==> src/rtl/scale_calc_pkg.sv <==
package scale_calc_pkg;

    typedef enum logic [1:0] {
        AX_PASS = 2'd0,
        AX_UP   = 2'd1,
        AX_DOWN = 2'd2
    } axis_mode_e;

    typedef struct packed {
        logic       err;
        axis_mode_e hm;
        axis_mode_e vm;
        logic [2:0] code;
        logic       unity;
    } cls_t;

    typedef enum logic [1:0] {
        ST_IDLE,
        ST_LAUNCH,
        ST_WAIT,
        ST_DONE
    } calc_state_e;

    localparam logic [2:0] OP_HSCALE = 3'd0;
    localparam logic [2:0] OP_VSCALE = 3'd1;
    localparam logic [2:0] OP_HRECIP = 3'd2;
    localparam logic [2:0] OP_VRECIP = 3'd3;
    localparam logic [2:0] OP_END    = 3'd4;

    function automatic logic [2:0] pick_code(axis_mode_e h, axis_mode_e v);
        logic [2:0] c;
        c = 3'd0;
        unique case ({h, v})
            {AX_UP,   AX_UP  }: c = 3'd0;
            {AX_DOWN, AX_UP  }: c = 3'd1;
            {AX_UP,   AX_DOWN}: c = 3'd2;
            {AX_DOWN, AX_DOWN}: c = 3'd3;
            {AX_UP,   AX_PASS}: c = 3'd4;
            {AX_PASS, AX_UP  }: c = 3'd5;
            {AX_PASS, AX_DOWN}: c = 3'd6;
            {AX_DOWN, AX_PASS}: c = 3'd7;
            default:            c = 3'd0;
        endcase
        return c;
    endfunction

endpackage

==> src/rtl/scale_classify.sv <==
module scale_classify
    import scale_calc_pkg::*;
#(
    parameter int INT_W  = 16,
    parameter int FRAC_W = 16,
    localparam int COORD_W = INT_W + FRAC_W,
    localparam int LB_W    = INT_W + 5
) (
    input  logic [COORD_W-1:0] src_x,
    input  logic [COORD_W-1:0] src_y,
    input  logic [COORD_W-1:0] src_w,
    input  logic [COORD_W-1:0] src_h,
    input  logic [INT_W-1:0]   dst_w,
    input  logic [INT_W-1:0]   dst_h,
    input  logic               is_cursor,
    output cls_t               cls,
    output logic [LB_W-1:0]    lb_size
);
    logic [INT_W-1:0]   sw_int, sh_int, pix;
    logic               frac_bad;
    logic [INT_W+3:0]   pix_mul;
    logic [LB_W-1:0]    lb_raw;

    assign sw_int = src_w[COORD_W-1:FRAC_W];
    assign sh_int = src_h[COORD_W-1:FRAC_W];

    assign frac_bad = (|src_x[FRAC_W-1:0]) | (|src_y[FRAC_W-1:0]) |
                      (|src_w[FRAC_W-1:0]) | (|src_h[FRAC_W-1:0]);

    always_comb begin
        cls.hm    = (dst_w > sw_int) ? AX_UP : (dst_w < sw_int) ? AX_DOWN : AX_PASS;
        cls.vm    = (dst_h > sh_int) ? AX_UP : (dst_h < sh_int) ? AX_DOWN : AX_PASS;
        cls.unity = (cls.hm == AX_PASS) && (cls.vm == AX_PASS);
        cls.code  = pick_code(cls.hm, cls.vm);
        cls.err   = frac_bad || (dst_w == '0) || (dst_h == '0) ||
                    (is_cursor && !cls.unity);
    end

    assign pix     = (sw_int > dst_w) ? sw_int : dst_w;
    assign pix_mul = (cls.vm == AX_DOWN) ? {1'b0, pix, 3'b000} : {pix, 4'b0000};
    assign lb_raw  = LB_W'(pix_mul) + LB_W'(31);
    assign lb_size = cls.unity ? '0 : {lb_raw[LB_W-1:5], 5'b00000};

endmodule

==> src/rtl/scale_divider.sv <==
module scale_divider #(
    parameter int DW = 32,
    localparam int CW = $clog2(DW + 1)
) (
    input  logic          clk,
    input  logic          rst,
    input  logic          start,
    input  logic [DW-1:0] dividend,
    input  logic [DW-1:0] divisor,
    output logic          done,
    output logic [DW-1:0] quotient
);
    logic [DW-1:0] rem_q, quo_q, den_q;
    logic [CW-1:0] cnt_q;
    logic          done_q;
    logic [DW:0]   shifted, diff;
    logic          fits;

    assign shifted = {rem_q, quo_q[DW-1]};
    assign diff    = shifted - {1'b0, den_q};
    assign fits    = shifted >= {1'b0, den_q};

    always_ff @(posedge clk) begin
        if (rst) begin
            rem_q  <= '0;
            quo_q  <= '0;
            den_q  <= '0;
            cnt_q  <= '0;
            done_q <= 1'b0;
        end else begin
            done_q <= 1'b0;
            if (start && cnt_q == '0) begin
                rem_q <= '0;
                quo_q <= dividend;
                den_q <= divisor;
                cnt_q <= CW'(DW);
            end else if (cnt_q != '0) begin
                rem_q <= fits ? diff[DW-1:0] : shifted[DW-1:0];
                quo_q <= {quo_q[DW-2:0], fits};
                cnt_q <= cnt_q - CW'(1);
                if (cnt_q == CW'(1)) done_q <= 1'b1;
            end
        end
    end

    assign done     = done_q;
    assign quotient = quo_q;

    AST_DIV_REM_BOUND: assert property (@(posedge clk) disable iff (rst)
        (cnt_q != '0) |-> (rem_q < den_q));
    AST_DIV_DONE_PULSE: assert property (@(posedge clk) disable iff (rst)
        done |=> !done);

endmodule

==> src/rtl/scale_param_calc.sv <==
module scale_param_calc
    import scale_calc_pkg::*;
#(
    parameter int INT_W      = 16,
    parameter int FRAC_W     = 16,
    parameter int DN_SCALE_W = 21,
    parameter int UP_SCALE_W = 17,
    parameter int RECIP_W    = 16,
    localparam int COORD_W = INT_W + FRAC_W,
    localparam int LB_W    = INT_W + 5
) (
    input  logic                  clk,
    input  logic                  rst,
    input  logic                  in_valid,
    output logic                  in_ready,
    input  logic [COORD_W-1:0]    src_x,
    input  logic [COORD_W-1:0]    src_y,
    input  logic [COORD_W-1:0]    src_w,
    input  logic [COORD_W-1:0]    src_h,
    input  logic [INT_W-1:0]      dst_w,
    input  logic [INT_W-1:0]      dst_h,
    input  logic                  is_cursor,
    output logic                  out_valid,
    output logic                  out_err,
    output logic [2:0]            out_code,
    output logic                  out_unity,
    output logic [DN_SCALE_W-1:0] out_h_scale,
    output logic [DN_SCALE_W-1:0] out_v_scale,
    output logic [RECIP_W-1:0]    out_h_recip,
    output logic [RECIP_W-1:0]    out_v_recip,
    output logic [LB_W-1:0]       out_lb_size
);
    calc_state_e       state_q;
    logic [2:0]        op_q;
    cls_t              cls_in, cls_q;
    logic [LB_W-1:0]   lb_in, lb_q;
    logic [COORD_W-1:0] sw_q, sh_q, hq_q, vq_q, hr_q, vr_q;
    logic [INT_W-1:0]  dw_q, dh_q;
    logic              op_needed, div_start, div_done;
    logic [COORD_W-1:0] div_num, div_den, div_quo;
    logic              accept;

    scale_classify #(.INT_W(INT_W), .FRAC_W(FRAC_W)) i_classify (
        .src_x(src_x), .src_y(src_y), .src_w(src_w), .src_h(src_h),
        .dst_w(dst_w), .dst_h(dst_h), .is_cursor(is_cursor),
        .cls(cls_in), .lb_size(lb_in)
    );

    scale_divider #(.DW(COORD_W)) i_divider (
        .clk(clk), .rst(rst), .start(div_start),
        .dividend(div_num), .divisor(div_den),
        .done(div_done), .quotient(div_quo)
    );

    assign in_ready = (state_q == ST_IDLE);
    assign accept   = in_valid && in_ready;

    always_comb begin
        op_needed = 1'b0;
        div_num   = '1;
        div_den   = '1;
        unique case (op_q)
            OP_HSCALE: begin
                op_needed = (cls_q.hm != AX_PASS);
                div_num   = sw_q;
                div_den   = COORD_W'(dw_q);
            end
            OP_VSCALE: begin
                op_needed = (cls_q.vm != AX_PASS);
                div_num   = sh_q;
                div_den   = COORD_W'(dh_q);
            end
            OP_HRECIP: begin
                op_needed = (cls_q.hm == AX_DOWN);
                div_den   = hq_q;
            end
            OP_VRECIP: begin
                op_needed = (cls_q.vm == AX_DOWN);
                div_den   = vq_q;
            end
            default: op_needed = 1'b0;
        endcase
    end

    assign div_start = (state_q == ST_LAUNCH) && (op_q != OP_END) && op_needed;

    function automatic logic [DN_SCALE_W-1:0] scale_field(axis_mode_e m,
                                                          logic [COORD_W-1:0] q);
        if (m == AX_DOWN) return q[DN_SCALE_W-1:0];
        if (m == AX_UP)   return DN_SCALE_W'(q[UP_SCALE_W-1:0]);
        return '0;
    endfunction

    always_ff @(posedge clk) begin
        if (rst) begin
            state_q     <= ST_IDLE;
            op_q        <= OP_HSCALE;
            cls_q       <= '0;
            lb_q        <= '0;
            sw_q        <= '0;
            sh_q        <= '0;
            dw_q        <= '0;
            dh_q        <= '0;
            hq_q        <= '0;
            vq_q        <= '0;
            hr_q        <= '0;
            vr_q        <= '0;
            out_valid   <= 1'b0;
            out_err     <= 1'b0;
            out_code    <= '0;
            out_unity   <= 1'b0;
            out_h_scale <= '0;
            out_v_scale <= '0;
            out_h_recip <= '0;
            out_v_recip <= '0;
            out_lb_size <= '0;
        end else begin
            out_valid <= 1'b0;
            unique case (state_q)
                ST_IDLE: if (accept) begin
                    cls_q   <= cls_in;
                    lb_q    <= lb_in;
                    sw_q    <= src_w;
                    sh_q    <= src_h;
                    dw_q    <= dst_w;
                    dh_q    <= dst_h;
                    op_q    <= OP_HSCALE;
                    state_q <= cls_in.err ? ST_DONE : ST_LAUNCH;
                end
                ST_LAUNCH: begin
                    if (op_q == OP_END)  state_q <= ST_DONE;
                    else if (op_needed)  state_q <= ST_WAIT;
                    else                 op_q    <= op_q + 3'd1;
                end
                ST_WAIT: if (div_done) begin
                    unique case (op_q)
                        OP_HSCALE: hq_q <= div_quo;
                        OP_VSCALE: vq_q <= div_quo;
                        OP_HRECIP: hr_q <= div_quo;
                        default:   vr_q <= div_quo;
                    endcase
                    op_q    <= op_q + 3'd1;
                    state_q <= ST_LAUNCH;
                end
                default: begin
                    out_valid   <= 1'b1;
                    out_err     <= cls_q.err;
                    out_code    <= cls_q.err ? 3'd0 : cls_q.code;
                    out_unity   <= !cls_q.err && cls_q.unity;
                    out_lb_size <= cls_q.err ? '0 : lb_q;
                    out_h_scale <= cls_q.err ? '0 : scale_field(cls_q.hm, hq_q);
                    out_v_scale <= cls_q.err ? '0 : scale_field(cls_q.vm, vq_q);
                    out_h_recip <= (!cls_q.err && cls_q.hm == AX_DOWN) ? hr_q[RECIP_W-1:0] : '0;
                    out_v_recip <= (!cls_q.err && cls_q.vm == AX_DOWN) ? vr_q[RECIP_W-1:0] : '0;
                    state_q     <= ST_IDLE;
                end
            endcase
        end
    end

    AST_READY_AT_RESULT: assert property (@(posedge clk) disable iff (rst)
        out_valid |-> in_ready);
    AST_UNITY_NO_CODE: assert property (@(posedge clk) disable iff (rst)
        (out_valid && out_unity) |-> (out_code == 3'd0 && out_lb_size == '0));
    AST_LB_ALIGNED: assert property (@(posedge clk) disable iff (rst)
        out_valid |-> (out_lb_size[4:0] == 5'd0));
    AST_ERR_FIELDS_CLEAR: assert property (@(posedge clk) disable iff (rst)
        (out_valid && out_err) |-> (out_h_scale == '0 && out_v_scale == '0 &&
            out_h_recip == '0 && out_v_recip == '0 && out_lb_size == '0 && !out_unity));
    AST_RESULT_HELD: assert property (@(posedge clk) disable iff (rst)
        !out_valid |-> ($stable(out_h_scale) && $stable(out_v_scale) &&
            $stable(out_code) && $stable(out_lb_size) && $stable(out_err)));

endmodule

==> config.mk <==
export PLATFORM = sky130hd
export DESIGN_NAME = scale_param_calc
export DESIGN_NICKNAME = d
export VERILOG_FILES = /design/src/rtl/scale_calc_pkg.sv /design/src/rtl/scale_classify.sv /design/src/rtl/scale_divider.sv /design/src/rtl/scale_param_calc.sv
export SDC_FILE = /design/constraint.sdc
export NUM_CORES = 1
export LEC_CHECK = 0
export ABC_AREA = 1
export ABC_CLOCK_PERIOD_IN_PS = 3200
export BUFFER_PORTS_ARGS = -buffer_cell sky130_fd_sc_hd__clkbuf_2
export CORE_ASPECT_RATIO = 1.1
export CORE_MARGIN = 2
export CORE_UTILIZATION = 55
export DETAILED_ROUTE_END_ITERATION = 16
export GPL_TIMING_DRIVEN = 0
export PLACE_DENSITY = 0.85
export SYNTH_ARGS = -nofsm -noshare
export SYNTH_HDL_FRONTEND = slang
export SYNTH_HIERARCHICAL = 1
export SYNTH_SLANG_ARGS = --single-unit
==> constraint.sdc <==
create_clock -name clk -period 3.2 [get_ports clk]
set_clock_uncertainty 0.1 [all_clocks]
set_input_delay 0.32 -clock clk [delete_from_list [all_inputs] [get_ports clk]]
set_output_delay 0.32 -clock clk [all_outputs]
set_load 0.02 [all_outputs]
==> impl_metrics.json <==
{
  "cp_slowest_stage_delay_ns": 0.43,
  "grt_pass1_wl_um": 116000,
  "worstPathMaxFanout": 10,
  "whs_ns": 0.02254,
  "fin_crit_ns": 2.904,
  "crit_required_ns": 3.60,
  "cts.path.max_buffers": 3,
  "relSlewSlack_pct": 50.87,
  "synth_flop_cell": "dfxtp_1",
  "grt_max_degree": 15,
  "placed_cells": 4072,
  "critPathBufInv": 6,
  "wl_um": 74770,
  "layout_common_cells": "nand2_1 (787), nor2_1 (542), dfxtp_1 (431), inv_1 (333), o21ai_0 (274)",
  "syn_area_sq_um": 22170,
  "area_growth_syn_to_layout_pct": 17.46,
  "ys_seq_area_share_pct": 38.93,
  "rows": 77,
  "track_usage_pct": 35.13,
  "setup_viol": 0,
  "ys_types": 50,
  "hold_depth": 3,
  "hpwl_um": 57380,
  "die-area_sq_um": 41920,
  "utilization_pct": 65.12,
  "ios": 266,
  "r2r-end": "i_divider/rem_q[28]",
  "die_h_um": 214.5,
  "worstPathCellList": "inv_2 > buf_6 > ha_1 > inv_1 > nor2_1 > nor2_1 > nand2_1 > nand3_2 > inv_1 > inv_1 > nor2_4 > nor2_1 > clkbuf_2 > o21ai_0 > a21oi_1",
  "final_cell_count_no_fill": 4207,
  "synth_edf_count": 0,
  "max-vdd-ir-drop_mv": 0.5065,
  "yosysWarnings": 6,
  "nets": 3904,
  "clk_pin_slew_ns": 0.07,
  "finalHoldViolCount": 0,
  "first_iter_violations": 2204,
  "min_period_over_period_pct": 90.76,
  "slowest_stage": "dfxtp_1",
  "syn_avg_cell_area_sq_um": 6.672,
  "drive_gt1_share_pct": 12.54,
  "avgViaCountPerCell": 5.532,
  "cts_inserted_buffers": 44,
  "worst_slew_pin_slew_ns": 0.7370,
  "start_kind": "register",
  "synth_top_area_cell": "dfxtp_1",
  "end_kind": "register",
  "yosys.area.top_type_share_pct": 38.93,
  "clock_sinks": 431,
  "dr.pass1.iters": 7,
  "layout_commonest_cell": "nand2_1",
  "start_util_pct": 55.44,
  "syn_inst": 3322,
  "grt_pass1_vias": 21620,
  "ant_nets": 0,
  "vias": 23270,
  "crit_family": "buffers and inverters",
  "outcome": "completed",
  "drc": 0,
  "synthArstFlopShare_pct": 0,
  "powerDensity_nw_per_um2": 822.4,
  "root_buffer": "clkbuf_16",
  "synth_seq_cells": 431,
  "r2r_slack_ns": 0.30,
  "hold_class": "in -> reg",
  "p_leak_uw": 0.01236,
  "maxCapViolations": 0,
  "arrival_ns": 3.30,
  "coreArea_sq_um": 39980,
  "cts_tree": "yes",
  "whs_endpoint": "sh_q[19]",
  "grt_overflow": 0,
  "rsz0062_at_grt": "no",
  "critical_path_class": "reg -> reg",
  "fmax_mhz": 344.3,
  "portBuffers": 233,
  "insertion_delay_ns": 0.58,
  "rr_startpoint": "op_q[2]",
  "globalplace.congestion": 1.029,
  "die_w_um": 195.4,
  "maxSlewViolCount": 0,
  "antenna_found_initial": 0,
  "htreeDepth": 2,
  "wl_per_cell_um": 17.77,
  "worstHoldStart": "src_h[19]",
  "rr_worst_depth": 15,
  "ys_top_cells_by_area": "dfxtp_1 (39%), nand2_1 (13%), nor2_1 (9.2%)",
  "setup_total_negative_slack_ns": 0
}
==> flip-flops by register name (all words and copies together) (netlist names), 2 cells and up <==
name	flops
cls_q	9
dh_q	16
dw_q	16
hq_q	32
hr_q	16
i_divider/cnt_q	6
i_divider/den_q	32
i_divider/quotient	32
i_divider/rem_q	32
lb_q	21
op_q	3
out_code	3
out_h_recip	16
out_h_scale	21
out_lb_size	21
out_v_recip	16
out_v_scale	21
sh_q	32
state_q	2
sw_q	32
vq_q	32
vr_q	16
==> worst max-delay path by stage <==
stage,from,endpoint,slack (ns),cells past startpoint
3_3_place_gp,src_h[31],state_q[1],0.14,15
2_1_floorplan,src_h[31],lb_q[14],0.77,18
6_report,op_q[2],i_divider/rem_q[28],0.30,15
3_5_place_dp,src_h[31],state_q[1],0.12,15
4_1_cts,src_h[31],state_q[1],0.17,16
5_1_grt,src_h[27],lb_q[19],0.01,21
==> through the flow <==
stage	worst slack [ns]	area (sq um)	power [uW]
after floorplan	0.7720	22180	13320
after CTS	0.1745	26020	21200
after detailed placement	0.1223	23990	15880
after global routing	0.01430	26030	22820
after global placement	0.1405	23990	15730
final	0.2956	26040	21410
==> routing by layer <==
layer | part of all wire (%) | GRT usage, % | vias to the layer above
met4 | 5.8 | 18.63 | 0
met5 | 0 | 0 | -
li1 | - | - | 11320
met3 | 8.3 | 5.033 | 235
met2 | 46 | 58.31 | 1110
met1 | 40 | 44.24 | 10610
==> where the power goes <==
| group | switching (uW) | total (uW) | internal (uW) |
|---|---|---|---|
| Clock | 2190 | 5310 | 3120 |
| Sequential | 555 | 6650 | 6100 |
| Combinational | 6450 | 9450 | 3000 |
==> synthesized netlist by cell type, types with 3 or more instances <==
master and instances:
ha_1 77, dfxtp_1 431, nand2_1 787, nand3_2 17, a31oi_1 6, nor2_1 542
buf_6 7, nand4_1 30, nor3_1 15, buf_1 16, o221ai_1 4, xnor2_1 3
nand3_1 210, a21oi_1 231, nand3b_1 9, xor2_1 15, nand2_4 7, clkbuf_2 3
inv_2 7, o21ai_1 11, buf_4 13, nor2_4 12, a221o_1 12, inv_1 333
a21oi_2 5, or2_2 4, buf_2 35, clkbuf_1 107, nor4_1 24, nand2_2 20
o21ai_0 274, a22oi_1 14, nor2_2 17
==> logic make-up (layout without fill, tap and decap cells) <==
kind of cell / count (synthesis) / after routing / share of synthesized area (%)
other: 1 / 6 / 0.01692
XOR/XNOR: 18 / 18 / 0.7113
flip-flops: 431 / 431 / 38.93
buffers and inverters: 526 / 893 / 9.664
AO/OA/AOI/OAI: 565 / 565 / 13.47
adder cells (fa/ha/maj): 78 / 78 / 4.437
AND/OR/NAND/NOR: 1703 / 1703 / 32.77
==> tightest hold or removal path: stages <==
cell and delay, ns:
clkbuf_2 0.10, o21ai_0 0.13, nor2_1 0.10
==> what timing repair did <==
item / 4_1_cts / 5_1_grt
hold endpoints to repair: 55 / 0
buffers inserted: 0 / 2
gates resized for setup: 0 / 2
hold buffers: 55 / 0
endpoints found under the setup margin: 0 / 7
==> area by class of cell <==
class	instances	area [sq um]
inverters	344	1294
well taps	513	641.9
clock inverters	16	191.4
plain buffers	182	849.6
flip-flops and latches	431	8628
diodes	1	2.502
repair buffers	290	1732
fillers	3595	13950
multi-input cells	2369	11410
clock buffers	61	1286
No activity file was read; power rests on OpenSTA's default activity.
